$ cat src/rtl/rxbist_pkg.sv
package rxbist_pkg;
  typedef logic [2:0] status_t;

  // normal decode codes
  localparam status_t ST_DATA     = 3'b000;
  localparam status_t ST_SPEC     = 3'b001;
  localparam status_t ST_DECERR   = 3'b111;
  // self-test codes
  localparam status_t ST_MATCH    = 3'b000;
  localparam status_t ST_HUNT     = 3'b011;
  localparam status_t ST_MISS     = 3'b101;
  localparam status_t ST_LOOP_OK  = 3'b010;
  localparam status_t ST_LOOP_ERR = 3'b100;
endpackage

$ cat src/rtl/bist_lfsr.sv
module bist_lfsr #(
  parameter int W   = 9,
  parameter int TAP = 5
) (
  input  logic         clk_i,
  input  logic         rst_ni,
  input  logic         preset_i,
  input  logic         step_i,
  output logic [W-1:0] state_o
);
  logic [W-1:0] s_q;
  logic         fb;

  assign fb      = s_q[W-1] ^ s_q[TAP-1];
  assign state_o = s_q;

  always_ff @(posedge clk_i or negedge rst_ni) begin
    if (!rst_ni)       s_q <= '1;
    else if (preset_i) s_q <= '1;
    else if (step_i)   s_q <= {s_q[W-2:0], fb};
  end
endmodule

$ cat src/rtl/bist_chan.sv
module bist_chan
  import rxbist_pkg::*;
#(
  parameter int DW  = 8,
  parameter int TAP = 5
) (
  input  logic          clk_i,
  input  logic          rst_ni,
  input  logic          active_i,
  input  logic          valid_i,
  input  logic          spec_i,
  input  logic          err_i,
  input  logic [DW-1:0] data_i,
  output status_t       status_o
);
  localparam int             LW       = DW + 1;
  localparam logic [LW-1:0]  IDX_LAST = LW'((2 ** LW) - 2);
  localparam logic [LW-1:0]  START_CH = '0;

  logic          lock_q, loop_err_q;
  logic [LW-1:0] idx_q, lfsr_s, exp_ch, rx_ch;
  status_t       status_q;
  logic          running, start_hit, step, preset, mismatch, last, err_any;

  assign rx_ch     = {spec_i, data_i};
  assign exp_ch    = ~lfsr_s;
  assign running   = active_i & lock_q;
  assign start_hit = active_i & ~lock_q & valid_i & (rx_ch == START_CH);
  assign step      = (running & valid_i) | start_hit;
  assign preset    = ~(running | start_hit);
  assign mismatch  = rx_ch != exp_ch;
  assign last      = idx_q == IDX_LAST;
  assign err_any   = loop_err_q | mismatch;

  bist_lfsr #(.W(LW), .TAP(TAP)) u_lfsr (
    .clk_i   (clk_i),
    .rst_ni  (rst_ni),
    .preset_i(preset),
    .step_i  (step),
    .state_o (lfsr_s)
  );

  always_ff @(posedge clk_i or negedge rst_ni) begin
    if (!rst_ni) begin
      lock_q     <= 1'b0;
      loop_err_q <= 1'b0;
      idx_q      <= '0;
      status_q   <= ST_DATA;
    end else if (!active_i) begin
      lock_q     <= 1'b0;
      loop_err_q <= 1'b0;
      idx_q      <= '0;
      if (valid_i) status_q <= err_i ? ST_DECERR : (spec_i ? ST_SPEC : ST_DATA);
    end else if (!lock_q) begin
      if (valid_i) begin
        if (start_hit) begin
          lock_q     <= 1'b1;
          idx_q      <= LW'(1);
          loop_err_q <= 1'b0;
          status_q   <= ST_MATCH;
        end else begin
          status_q   <= ST_HUNT;
        end
      end
    end else if (valid_i) begin
      if (last) begin
        idx_q      <= '0;
        loop_err_q <= 1'b0;
        status_q   <= err_any ? ST_LOOP_ERR : ST_LOOP_OK;
      end else begin
        idx_q      <= idx_q + LW'(1);
        loop_err_q <= err_any;
        status_q   <= mismatch ? ST_MISS : ST_MATCH;
      end
    end
  end

  assign status_o = status_q;
endmodule

$ cat config.mk
export PLATFORM = sky130hd
export DESIGN_NAME = bist_chan
export DESIGN_NICKNAME = d
export VERILOG_FILES = /design/src/rtl/rxbist_pkg.sv /design/src/rtl/bist_lfsr.sv /design/src/rtl/bist_chan.sv
export SDC_FILE = /design/constraint.sdc
export NUM_CORES = 1
export LEC_CHECK = 0
export ABC_AREA = 1
export BUFFER_PORTS_ARGS = -buffer_cell sky130_fd_sc_hd__buf_2
export CAP_MARGIN = 25
export CORE_ASPECT_RATIO = 0.6
export CORE_UTILIZATION = 45
export CTS_BUF_LIST = sky130_fd_sc_hd__clkbuf_4
export DETAILED_ROUTE_END_ITERATION = 12
export HOLD_SLACK_MARGIN = 0.02
export PLACE_DENSITY = 0.69
export REMOVE_ABC_BUFFERS = 1
export SKIP_CTS_REPAIR_TIMING = 1
export SYNTH_ARGS = -nofsm -noshare
export SYNTH_HDL_FRONTEND = slang
export SYNTH_SLANG_ARGS = --single-unit
$ cat constraint.sdc
create_clock -name clk_i -period 1.8 [get_ports clk_i]
set_clock_uncertainty 0.1 [all_clocks]
set_input_delay 0.45 -clock clk_i [delete_from_list [all_inputs] [get_ports clk_i]]
set_output_delay 0.45 -clock clk_i [all_outputs]
set_load 0.02 [all_outputs]
==> flow_metrics.py, run 1 <==
metrics = {
    "timing": {
        "period_minus_slack_ps": 1600,
        "grt_setup_unrepaired": "no",
        "slew_viol_final": 0,
        "tightest_slew_ps": 528,
        "fin_setup_tns_ps": 0,
        "finalSetupViolCount": 0,
        "timing_hold_violations_final": 0,
        "max_slew_margin": 0.648,
        "period_share": 0.887,
        "max_freq_mhz": 626,
    },
    "floorplanning": {
        "die_w_um": 81.4,
        "start_util": 0.497,
        "coreArea_mm2": 0.00342,
        "ios": 17,
        "rows": 16,
        "dieArea_mm2": 0.00404,
        "fp.dieH_um": 49.6,
    },
    "placement": {
        "dp_hpwl_um": 2970,
        "portBuffers": 16,
        "gp_congestion": 0.858,
    },
    "worst_setup_path": {
        "worstSetupEndpointType": "register",
        "crit_path_start_kind": "register",
        "cp_max_fo": 11,
        "r2r_cells": 9,
        "required_ps": 1970,
        "path_class": "reg -> reg",
        "critical_path_arrival_ps": 1760,
    },
    "power": {
        "pwr-share-comb": 0.145,
        "p_leak_nw": 1.02,
        "p_int_mw": 0.660,
        "switching_share": 0.294,
        "p_total_mw": 0.934,
        "pwr-share-seq": 0.575,
        "p_clk_frac": 0.280,
        "p_switching_mw": 0.274,
        "peakVddDrop_uv": 379,
        "powerDensity_mw_per_mm2": 504,
    },
    "global_route": {
        "grtUsageTotal": 0.218,
        "grt_pass1_wl_um": 6530,
        "grt_max_degree": 24,
        "grt_antenna_before_repair": 0,
        "first_global_vias": 1326,
        "grt_overflow": 0,
    },
    "cts": {
        "cts_tree": "done",
        "cts_made_buffers": 3,
        "clockBufferDepth": 2,
        "cts_root_buf": "clkbuf_4",
        "cts.sinks": 23,
        "htreeDepth": 1,
        "path_clk_slew_ps": 140,
        "insertion_delay_ps": 330,
    },
    "logic_synthesis": {
        "yosysSeqAreaShare": 0.345,
        "synth-xor-area-share": 0.0206,
        "synth_top_family_by_area": "simple AND/OR/NAND/NOR gates",
        "syn_avg_cell_area_um2": 7.17,
        "synth_cells": 237,
        "ys_types": 33,
        "syn_area_mm2": 0.00170,
        "yosys.area_share.simple": 0.405,
        "ys_warn_count": 0,
        "synthAdderAreaFrac": 0.0147,
        "ys_seq_elements": 23,
        "synth-compound-area-share": 0.113,
        "synthMuxAreaShare": 0,
    },
    "routing": {
        "wl_um": 3740,
        "vias": 1491,
        "ant_nets": 0,
        "first_pass_iters": 4,
        "dr.first_iter.drc_count": 142,
        "drc": 0,
        "viasPerCell": 4.95,
        "avgRoutedWirePerCell_um": 12.4,
    },
    "worst_hold_path": {
        "holdPathStages": 3,
        "min_path_type": "in -> reg",
    },
    "finish": {
        "area_delta_synth_final_pct": 8.98,
        "drive_gt1_frac": 0.238,
        "fillerInstances": 346,
        "nets": 273,
        "n_antenna_cell": 0,
    },
    "run": {
        "max_cap_violations": 0,
    },
    "status": {
        "status": "finished, final reports clean",
    },
}
## metal layers
layer	wire, um	global-route usage	vias up
met5	0	0	-
met4	29	0.0536	0
met3	301	0.0556	4
met2	1240	0.254	46
li1	-	-	791
met1	2170	0.371	650
## registers in the layout, summed over array words and instances (netlist names)
signal,count
loop_err_q,1
status_o,3
lock_q,1
idx_q,9
u_lfsr.state_o,9
## power by group through the flow
stage / registers (mW) / logic, mW / clock network (mW)
global route: 0.539 / 0.153 / 0.290
finish: 0.537 / 0.135 / 0.261
CTS: 0.538 / 0.134 / 0.264
global placement: 0.546 / 0.133 / 0
detailed placement: 0.546 / 0.134 / 0
floorplan: 0.553 / 0.0679 / 0
## per-stage QoR
step	instances	utilization	setup slack (ps)	hold WS [ps]	area, um2
6_report	301	0.541	203	337	1850
5_1_grt	301	0.541	84.2	340	1850
4_1_cts	300	0.538	201	-11.0	1840
3_5_place_dp	296	0.530	87.7	357	1810
3_3_place_gp	296	0.530	105	358	1810
2_1_floorplan	233	-	338	54.4	1660
## path summary, 6_finish.rpt
| check | end | startpoint | slack (ps) |
|---|---|---|---|
| max | idx_q[4] | lock_q | 200 |
| min in group asynchronous | lock_q | rst_ni | 510 |
| max in group asynchronous | u_lfsr.state_o[6] | rst_ni | 720 |
| min | status_o[2] | err_i | 340 |
| max reg2reg | idx_q[4] | lock_q | 200 |
| min reg2reg | status_o[0] | status_o[0] | 410 |
## synth_stat cells
cell type	n	share of area
nor3_2	1	0.0059
nand2_4	3	0.020
o21ai_2	3	0.015
o211ai_1	3	0.013
nand2_2	5	0.018
inv_2	2	0.0044
or2_2	2	0.0074
buf_2	1	0.0029
nor2_8	2	0.024
nor2_4	2	0.013
a21oi_4	1	0.0096
nand2_1	59	0.13
a31oi_1	7	0.026
buf_6	3	0.020
a21oi_1	7	0.021
nor2_1	34	0.075
xnor2_1	1	0.0052
o21ai_1	3	0.0088
xor2_1	3	0.015
nor3_1	1	0.0029
dfrtp_1	14	0.21
nand3b_4	1	0.012
inv_4	1	0.0037
nor2_2	4	0.015
o21ai_0	3	0.0088
ha_1	2	0.015
dfstp_2	9	0.14
nand3b_1	1	0.0044
nand3_2	1	0.0059
inv_1	32	0.071
nand4_1	2	0.0074
nand3_1	22	0.065
a21oi_2	2	0.010
## placed cells by master, fill, tap and decap left out, types with 3 or more instances in the layout
cell	instances
xor2_1	3
inv_1	32
a31oi_1	7
o211ai_1	3
dfrtp_1	14
nand2_4	3
nor2_2	4
nand2_2	5
nand2_1	59
o21ai_1	3
o21ai_0	3
nor2_1	34
buf_2	16
clkbuf_4	3
o21ai_2	3
a21oi_1	7
dfstp_2	9
nand3_1	22
## worst max-delay path, stage by stage, from the launching register on
cell	delay, ps
dfrtp_1	480
inv_4	170
nand2_4	80
nor2_2	100
nand3_2	80
nand2_2	70
nand2_2	160
inv_1	170
nand2_1	60
o21ai_1	70
## layout make-up
| type | count | area [um2] | share of cell area |
|---|---|---|---|
| Timing Repair Buffer | 19 | 105 | 0.0567 |
| Multi-Input combinational cell | 175 | 941 | 0.508 |
| Tap cell | 45 | 56.3 | 0.0304 |
| Inverter | 35 | 134 | 0.0722 |
| Sequential cell | 23 | 587 | 0.317 |
| Clock inverter | 1 | 7.51 | 0.00405 |
| Clock buffer | 3 | 22.5 | 0.0122 |
## logic make-up after synthesis
kind of cell | after synthesis
buffers and inverters | 39
AOI/OAI and AO/OA | 29
and+or+nand+nor | 140
xor gates and xnor gates | 4
adders and majority gates | 2
DFF | 23
(Power assumes the default switching activity.)
==> run 2, diff against run 1 <==
--- a/config.mk
+++ b/config.mk
@@ -13,7 +13,7 @@
 export CTS_BUF_LIST = sky130_fd_sc_hd__clkbuf_4
 export DETAILED_ROUTE_END_ITERATION = 12
 export HOLD_SLACK_MARGIN = 0.02
-export PLACE_DENSITY = 0.69
+export PLACE_DENSITY = 0.71
 export REMOVE_ABC_BUFFERS = 1
 export SKIP_CTS_REPAIR_TIMING = 1
 export SYNTH_ARGS = -nofsm -noshare
==> constraint.sdc (replaced) <==
create_clock -name clk_i -period 1.3 [get_ports clk_i]
set_clock_uncertainty 0.1 [all_clocks]
set_input_delay 0.325 -clock clk_i [delete_from_list [all_inputs] [get_ports clk_i]]
set_output_delay 0.325 -clock clk_i [all_outputs]
set_load 0.02 [all_outputs]
==> run 2 against run 1 <==
The flow now finishes with violations (setup timing). Total power rose by 51%. Critical path type unchanged. Sequential cell count did not move. Register-to-register slack got worse by 440 ps. Largest cell class unchanged.
==> flow_metrics.py, run 2 (synthesized netlist as in run 1, its figures left out) <==
metrics = {
    "status": {
        "status": "finished with violations",
        "violations": "setup timing",
    },
    "routing": {
        "drc": 0,
        "dr.first_iter.drc_count": 100,
        "wl_um": 5320,
        "avgRoutedWirePerCell_um": 14.8,
        "first_pass_iters": 4,
        "ant_nets": 0,
        "viasPerCell": 5.16,
        "vias": 1849,
    },
    "cts": {
        "path_clk_slew_ps": 140,
        "insertion_delay_ps": 330,
        "htreeDepth": 1,
        "cts_root_buf": "clkbuf_4",
        "clockBufferDepth": 2,
        "cts_tree": "done",
        "cts.sinks": 23,
        "cts_made_buffers": 3,
    },
    "floorplanning": {
        "rows": 16,
        "coreArea_mm2": 0.00342,
        "dieArea_mm2": 0.00404,
        "fp.dieH_um": 49.6,
        "die_w_um": 81.4,
        "ios": 17,
        "start_util": 0.497,
    },
    "timing": {
        "grt_setup_unrepaired": "yes",
        "max_slew_margin": 0.787,
        "slew_viol_final": 0,
        "period_share": 1.18,
        "finalSetupViolCount": 24,
        "fin_setup_tns_ps": -3430,
        "worst_slack_ps": -236,
        "timing_hold_violations_final": 0,
        "max_freq_mhz": 651,
        "tightest_slew_ps": 320,
        "period_minus_slack_ps": 1540,
    },
    "global_route": {
        "grt_pass1_wl_um": 7280,
        "gr-usage-met2": 0.332,
        "grt_antenna_before_repair": 0,
        "grt_util_met3": 0.0500,
        "first_global_vias": 1547,
        "grtUsageTotal": 0.243,
        "gr-usage-met1": 0.389,
        "top_usage_layer": "met1",
        "grt_overflow": 0,
        "grt_max_degree": 24,
    },
    "worst_setup_path": {
        "reg2reg_from": "idx_q[1]",
        "crit_start": "idx_q[1]",
        "required_ps": 1470,
        "cp_max_fo": 5,
        "crit_path_start_kind": "register",
        "path_class": "reg -> reg",
        "worstSetupEndpointType": "register",
        "critical_path_arrival_ps": 1700,
    },
    "finish": {
        "drive_gt1_frac": 0.492,
        "final_cells": 358,
        "design_area_mm2": 0.00259,
        "fillerInstances": 231,
        "area_delta_synth_final_pct": 52.5,
        "multi_input_area_mm2": 0.00116,
        "nets": 330,
        "regArea_um2": 588,
        "finalCoreUtilization": 0.758,
        "final_common_cell": "nand2_1",
        "most-common-layout-cells": "nand2_1, buf_4, inv_1",
        "n_antenna_cell": 0,
    },
    "run": {
        "max_cap_violations": 0,
    },
    "worst_hold_path": {
        "hp-start": "err_i",
        "min_path_type": "in -> reg",
    },
    "power": {
        "peakVddDrop_uv": 446,
        "p_total_mw": 1.41,
        "powerDensity_mw_per_mm2": 545,
        "p_leak_nw": 1.36,
    },
    "placement": {
        "dp.cells": 340,
        "placed_area_mm2": 0.00214,
        "portBuffers": 16,
        "dp_hpwl_um": 3530,
        "gp_congestion": 0.884,
    },
}
==> run 2: cell types whose count changed in the layout (fill, tap and decap cells not counted), moves of 5 or more <==
cell,change
buf_4,+42
buf_6,+16
nand2_1,-10
nor2_1,-8
nand3_1,-6
nand3_2,+6
nand2_2,+5
==> run 2: final timing paths <==
path	endpoint	slack [ps]	cells after the start
worst min register to register	u_lfsr.state_o[1]	440	2
worst max register to register	idx_q[1]	-240	7
worst max-delay path	idx_q[1]	-240	7
min in group asynchronous	lock_q	400	3
max in group asynchronous	u_lfsr.state_o[6]	400	3
worst min-delay path	status_o[2]	220	3
==> run 2: area by class of cell <==
cell class                 instances  share of cell area
clock inverter                     1             0.00289
multi-input combinational        175               0.449
timing repair buffer              76               0.236
sequential                        23               0.227
clock buffer                       3             0.00868
inverter                          35              0.0545
tap                               45              0.0217
==> run 2: layer usage <==
metal  vias to the layer above  routed length, um  part of all wire
met4                         0                 52            0.0098
met1                       877               2510              0.47
met3                         9                486             0.091
met2                        60               2260              0.43
met5                         -                  0                 0
li1                        903                  -                 -
==> run 2: report_power, final <==
part / total, mW / internal, mW / switching, mW
sequential: 0.747 / 0.733 / 0.0147
clock: 0.361 / 0.118 / 0.243
combinational: 0.305 / 0.134 / 0.171
==> run 2: metrics by stage <==
stage               hold slack, ps  setup slack, ps
global placement               222             -252
finish                         219             -236
CTS                           -155             -282
detailed placement             223             -308
global route                   213             -325
floorplan                    -70.6             -112
==> run 2: worst max-delay path: stages, from the launching register on <==
cell,delay [ps]
dfrtp_2,490
ha_4,190
nand2_4,80
nor2_8,60
buf_4,130
a21oi_1,140
nand3_1,130
o21ai_2,150
